$ cat src/rtl/llsc_pkg.sv
package llsc_pkg;
    typedef enum logic [1:0] {
        OP_LOAD  = 2'd0,
        OP_LL    = 2'd1,
        OP_STORE = 2'd2,
        OP_SC    = 2'd3
    } llsc_op_e;
endpackage

$ cat src/rtl/llsc_slot_match.sv
module llsc_slot_match #(
    parameter int ADDR_W = 32,
    parameter int CTX_W  = 4
) (
    input  logic              slot_vld,
    input  logic [ADDR_W-1:0] slot_addr,
    input  logic [CTX_W-1:0]  slot_ctx,
    input  logic [ADDR_W-1:0] cmp_addr,
    input  logic [CTX_W-1:0]  cmp_ctx,
    output logic              blk_hit,
    output logic              ctx_hit,
    output logic              own_hit
);
    always_comb begin
        blk_hit = slot_vld && (slot_addr == cmp_addr);
        ctx_hit = slot_vld && (slot_ctx == cmp_ctx);
        own_hit = blk_hit && ctx_hit;
    end
endmodule

$ cat src/rtl/llsc_victim_sel.sv
module llsc_victim_sel #(
    parameter int ENTRIES = 4,
    localparam int IDX_W  = (ENTRIES > 1) ? $clog2(ENTRIES) : 1
) (
    input  logic [ENTRIES-1:0] free_vec,
    input  logic [IDX_W-1:0]   rr_ptr,
    output logic [IDX_W-1:0]   slot,
    output logic               uses_free
);
    always_comb begin
        slot      = rr_ptr;
        uses_free = 1'b0;
        for (int i = ENTRIES - 1; i >= 0; i--) begin
            if (free_vec[i]) begin
                slot      = IDX_W'(i);
                uses_free = 1'b1;
            end
        end
    end
endmodule

$ cat src/rtl/llsc_monitor.sv
module llsc_monitor #(
    parameter int ADDR_W     = 32,
    parameter int CTX_W      = 4,
    parameter int ENTRIES    = 4,
    parameter int GRAIN_BITS = 4
) (
    input  logic              clk,
    input  logic              rst,
    input  logic              req_valid,
    input  logic [1:0]        req_op,
    input  logic [ADDR_W-1:0] req_addr,
    input  logic [CTX_W-1:0]  req_ctx,
    output logic              wr_en,
    output logic              sc_result
);
    import llsc_pkg::*;

    localparam int IDX_W = (ENTRIES > 1) ? $clog2(ENTRIES) : 1;
    localparam logic [ADDR_W-1:0] BLK_MASK = ~((ADDR_W'(1) << GRAIN_BITS) - ADDR_W'(1));
    localparam logic [IDX_W-1:0]  LAST_IDX = IDX_W'(ENTRIES - 1);

    typedef struct packed {
        logic [ENTRIES-1:0]             vld;
        logic [ENTRIES-1:0][ADDR_W-1:0] addr;
        logic [ENTRIES-1:0][CTX_W-1:0]  ctx;
        logic [IDX_W-1:0]               rr;
    } table_t;

    table_t st_d, st_q;

    logic [ADDR_W-1:0]  req_blk;
    logic [ENTRIES-1:0] blk_hit, ctx_hit, own_hit;
    logic [ENTRIES-1:0] keep_vec;
    logic [IDX_W-1:0]   vic_slot;
    logic               vic_free;
    logic               is_store, is_sc, is_ll, sc_ok;

    assign req_blk = req_addr & BLK_MASK;

    for (genvar g = 0; g < ENTRIES; g++) begin : g_slot
        llsc_slot_match #(.ADDR_W(ADDR_W), .CTX_W(CTX_W)) u_match (
            .slot_vld (st_q.vld[g]),
            .slot_addr(st_q.addr[g]),
            .slot_ctx (st_q.ctx[g]),
            .cmp_addr (req_blk),
            .cmp_ctx  (req_ctx),
            .blk_hit  (blk_hit[g]),
            .ctx_hit  (ctx_hit[g]),
            .own_hit  (own_hit[g])
        );
    end

    assign keep_vec = st_q.vld & ~ctx_hit;

    llsc_victim_sel #(.ENTRIES(ENTRIES)) u_victim (
        .free_vec (~keep_vec),
        .rr_ptr   (st_q.rr),
        .slot     (vic_slot),
        .uses_free(vic_free)
    );

    always_comb begin
        is_store = req_valid && (req_op == OP_STORE);
        is_sc    = req_valid && (req_op == OP_SC);
        is_ll    = req_valid && (req_op == OP_LL);
        sc_ok    = is_sc && (|own_hit);

        st_d = st_q;
        if (is_store || is_sc) begin
            st_d.vld = st_q.vld & ~blk_hit;
        end
        if (is_ll) begin
            st_d.vld           = keep_vec;
            st_d.vld[vic_slot]  = 1'b1;
            st_d.addr[vic_slot] = req_blk;
            st_d.ctx[vic_slot]  = req_ctx;
            if (!vic_free) begin
                st_d.rr = (st_q.rr == LAST_IDX) ? '0 : st_q.rr + IDX_W'(1);
            end
        end

        wr_en     = is_store || sc_ok;
        sc_result = sc_ok;
    end

    always_ff @(posedge clk) begin
        if (rst) begin
            st_q <= '0;
        end else begin
            st_q <= st_d;
        end
    end
endmodule

$ cat config.mk
export PLATFORM = sky130hd
export DESIGN_NAME = llsc_monitor
export DESIGN_NICKNAME = d
export VERILOG_FILES = /design/src/rtl/llsc_pkg.sv /design/src/rtl/llsc_slot_match.sv /design/src/rtl/llsc_victim_sel.sv /design/src/rtl/llsc_monitor.sv
export SDC_FILE = /design/constraint.sdc
export NUM_CORES = 1
export LEC_CHECK = 0
export ABC_AREA = 1
export BUFFER_PORTS_ARGS = -buffer_cell sky130_fd_sc_hd__buf_2
export CORE_ASPECT_RATIO = 1.75
export CORE_MARGIN = 8
export CORE_UTILIZATION = 30
export CTS_CLUSTER_SIZE = 12
export DETAILED_ROUTE_END_ITERATION = 10
export GPL_TIMING_DRIVEN = 0
export SYNTH_ARGS = -nofsm -noshare
export SYNTH_HDL_FRONTEND = slang
export SYNTH_SLANG_ARGS = --single-unit
export TNS_END_PERCENT = 10
$ cat constraint.sdc
create_clock -name clk -period 2.2 [get_ports clk]
set_clock_uncertainty 0.1 [all_clocks]
set_input_delay 0.22 -clock clk [delete_from_list [all_inputs] [get_ports clk]]
set_output_delay 0.22 -clock clk [all_outputs]
set_load 0.005 [all_outputs]
Word level (Yosys, flattened, before mapping)
Index checks and enable logic that the tools add are counted.
{ "word_totals": {"ff_bits": 150, "latchBits": 0, "ram_bits": 0, "rom_bits": 0, "in_bits": 41, "elab_cells": 74, "mem_count": 0} }
{ "op_classes": {"n_addsub": 1, "mul": 0, "div": 0, "order_cmp": 2, "n_eq_ne": 12, "shifts": 0, "muxes": 20, "bitwise_logic": 7, "n_reduce_logical": 22} }
{ "ops": {"columns": ["cell", "count"], "rows": [
  ["two-way mux 150 bit", 1],
  ["bitwise mux 128 bit", 1],
  ["== test 32 bit", 4],
  ["demux 32 bit (select 2 bit)", 1],
  ["two-way mux 32 bit", 1],
  ["logical AND 1 bit", 17],
  ["bitwise mux 16 bit", 1],
  ["== test 4 bit", 4],
  ["two-way mux 2 bit", 6],
  ["inverter 4 bit", 3],
  ["AND 4 bit", 2],
  ["demux 4 bit (select 2 bit)", 1],
  ["two-way mux 4 bit", 2],
  ["== test 2 bit (second input constant)", 3],
  ["two-way mux 1 bit", 5],
  ["OR 4 bit", 1],
  ["OR reduction 4 bit", 1],
  ["< comparator 2 x 3 -> 1 bit (second input constant)", 1],
  ["adder 2 x 1 -> 2 bit (second input constant)", 1],
  ["demux 1 bit (select 2 bit)", 1],
  ["== test 2 x 1 -> 1 bit (second input constant)", 1],
  [">= comparator 2 x 1 -> 1 bit (second input constant)", 1],
  ["logical OR 1 bit", 2],
  ["AND reduction 2 bit", 1],
  ["other kinds (2)", 2]
]} }

Depth between registers and ports, before layout
{ "depth": {"depth_word": 15, "mapped_depth": 16, "mapped_depth_nobuf": 14} }

Cells and area by module
From an unflattened synthesis, not the netlist that was laid out.
{ "unflattened": {"hier_cells": 1305, "area_unflattened_um2": 8027.7} }
{ "modules_own_cells": {"columns": ["module", "n_inst", "cells_each", "area_each_um2", "seq_area_each_um2"], "rows": [
  ["llsc_monitor", 1, 675, 5337.6, 3002.9],
  ["llsc_slot_match", 4, 155, 661.9, 0.0],
  ["llsc_victim_sel", 1, 10, 42.5, 0.0]
]} }

Least setup slack after synthesis
Ideal clock, no wire load.
{ "synth_path": {"path_type": "input to register", "startpoint": "in req_ctx[2]", "endpoint": "reg with a tool-made name", "setup_ps": 115, "arrival_ps": 1440, "required_time_ps": 1985, "path_slack_ps": 545, "stages": 16, "n_path_buf": 3, "path_cell_list": "buf_4 > inv_2 > nand2_1 > nand2_1 > nor2_1 > nand2_2 > nand2_2 > inv_2 > nand2_4 > nand3_1 > nand2_1 > buf_4 > buf_4 > nand3_1 > nand2_1 > nor2_1"} }
{ "synth_rtl": {"columns": ["item", "line", "rtl"], "rows": [
  ["start: declaration", "llsc_monitor.sv:12", "input logic [CTX_W-1:0] req_ctx,"]
]} }

==> metrics.txt <==
status complete, but fails checks; failing checks setup timing; Worst setup SP type register; Max Freq about 430 MHz; Worst-path clk slew 0.06 ns; Post-Syn Nets 1,326; Critical Path Sink Type output port; WP data required 1.88 ns; syn avg cell area between 6 and 7 sq um; CTS Sinks 150; CTS buffer count 17; R2R depth 15; Post-synth EDFFs 0; Leak Pwr about 4.3 nW; remaining global-route overflow 0; yosys warns 0; end point of the critical path wr_en; antenna violations before repair 0; Via density 4.53; DP HPWL 17,900 um; total wire length 23,700 um; final setup fails 2; CP Data Arrival Time about 2.0 ns; GPL Wtd Cong 0.882; worst hold path cell count 5; Starting DRT DRC Count 557; area grow syn2layout 14.6%; Max Root-Sink Buffers 2; TritonCTS clock tree done; fin crit share 1.06; RSZ-0062 raised after global routing true; share of cells above drive strength 1 0.102; die area roughly 33,000 sq um; starting density of the core 0.302; # diodes 0; synthesized flop and latch total 150; commonest non-fill, non-tap cell in the layout nand2_1; unique cell type count in the Yosys netlist 27; CP Class reg2out; top-level port count 43; port bufs 6; DIE HEIGHT 234 um; Total GRT Usage 0.148; setup bufs post-CTS 0; headroom to the max-slew limit 0.422; Die X-Extent 141 um; flop2flop setup slack around 0.21 ns; Worst Max-Slew Pin Slew 0.867 ns; PwrDens 704 nW/um^2; fin nets between 1,000 and 1,500; Slew Viols, Final 0; final worst slack -0.127 ns; Final ANT Viol Nets 0; routed wire length per instance roughly 14 um; post-placement cell area approximately 8600 sq um; Setup TNS -0.196 ns; global-route wire length before repair 37,000 um; vias in the first global route 7,268; sequential-to-total area share from yosys stat 0.368; 1st-pass router iterations 5; crit path time final approximately 2.3 ns; crit-path max FO 3; Final Hold Fails 0; Mapped Cells approximately 1,300; top_reg_cell synth dfxtp_1; post-synthesis cell area 8150 sq um; row cnt 80; Min-Delay Path Class in2reg; Clock Latency Late Sink 0.44 ns; asr flop ratio synth 0; largest net degree at the start of global routing 17; Clk Tree Root Cell clkbuf_16; H-tree levels 4; core area between 20,000 and 30,000 sq um; Max-cap violations 0; # DRC 0; Design Area, Final 9340 sq um; commonest non-fill, non-tap cells in the layout nand2_1 (404), nor2_1 (231), dfxtp_1 (145), inv_1 (125); VDD IR-drop max ~0.00053 V; Hold Crit Start req_ctx[0]; vias after detailed routing 7,486
## routing by layer
layer / share of wire / GRT usage
met5: 0 / 0
met4: 0.061 / 0.109
met3: 0.030 / 0.0261
met2: 0.54 / 0.280
met1: 0.37 / 0.139
## worst max-delay path, cell delays in order (launching register included)
cell	delay, ns
dfxtp_1	0.35
nand2_1	0.06
nand2_1	0.08
nand2_1	0.06
nor2_1	0.23
nand2_1	0.10
nor2_1	0.12
nand3_1	0.10
nand2_1	0.09
nor2_2	0.06
a21oi_2	0.18
buf_2	0.15
## cells by family after synthesis
| logic type | Yosys count | share of synthesized area |
|---|---|---|
| buffers and inverters | 221 | 0.118 |
| flip-flops | 150 | 0.368 |
| XOR/XNOR | 82 | 0.0881 |
| adder cells (fa/ha/maj) | 1 | 0.00153 |
| AO/OA/AOI/OAI | 65 | 0.0399 |
| AND/OR/NAND/NOR | 765 | 0.384 |
## Yosys cell counts, types with 5 or more instances
library cell / count / area, sq um
nand2_1: 405 / 1520
nor2_1: 250 / 938
dfxtp_1: 150 / 3000
inv_1: 126 / 473
a21oi_1: 58 / 290
nand3_1: 58 / 290
xnor2_1: 48 / 420
clkbuf_1: 46 / 173
xor2_1: 34 / 298
nand4_1: 24 / 150
buf_2: 21 / 105
nor2_2: 11 / 68.8
buf_4: 9 / 67.6
buf_6: 7 / 78.8
inv_2: 7 / 26.3
o21ai_0: 7 / 35.0
nand2_2: 5 / 31.3
## stage by stage
stage | util | power (mW) | setup WS, ns | std cells | hold WS, ns
2_1_floorplan | - | 3.31 | 0.545 | 1284 | 0.319
3_3_place_gp | 0.318 | 3.46 | -0.178 | 1618 | 0.327
3_5_place_dp | 0.318 | 3.47 | -0.177 | 1618 | 0.328
4_1_cts | 0.344 | 6.64 | -0.134 | 1654 | 0.0333
5_1_grt | 0.346 | 6.82 | -0.209 | 1654 | 0.0755
6_report | 0.346 | 6.57 | -0.127 | 1654 | 0.0512
## layout make-up
type | instances | area (sq um)
Tap cell | 328 | 410
Clock inverter | 9 | 148
Multi-Input combinational cell | 913 | 4260
Timing Repair Buffer | 10 | 70.1
Buffer | 87 | 462
Fill cell | 2944 | 17700
Inverter | 134 | 503
Clock buffer | 23 | 478
Sequential cell | 150 | 3010
## report_power, final
| group | internal, mW | switching (mW) | total, mW |
|---|---|---|---|
| registers | 2.76 | 0.0340 | 2.79 |
| logic | 0.217 | 0.421 | 0.638 |
| clock network | 1.98 | 1.16 | 3.14 |
## how the worst min path moves through the flow
stage                                 end  slack [ns]
floorplan           st_q[18]$_SDFFE_PP0P_        0.32
global placement    st_q[20]$_SDFFE_PP0P_        0.33
detailed placement  st_q[18]$_SDFFE_PP0P_        0.33
CTS                              register        0.03
global route                     register        0.08
finish                           register        0.05
## what timing repair did
action | 4_1_cts | 5_1_grt
pin swaps | 2 | 10
setup endpoints to repair | 2 | 2
hold endpoints to repair | 8 | 0
resized for setup | 15 | 17
hold buffers | 4 | 0
Note: power is estimated with default switching activity, not from simulation.
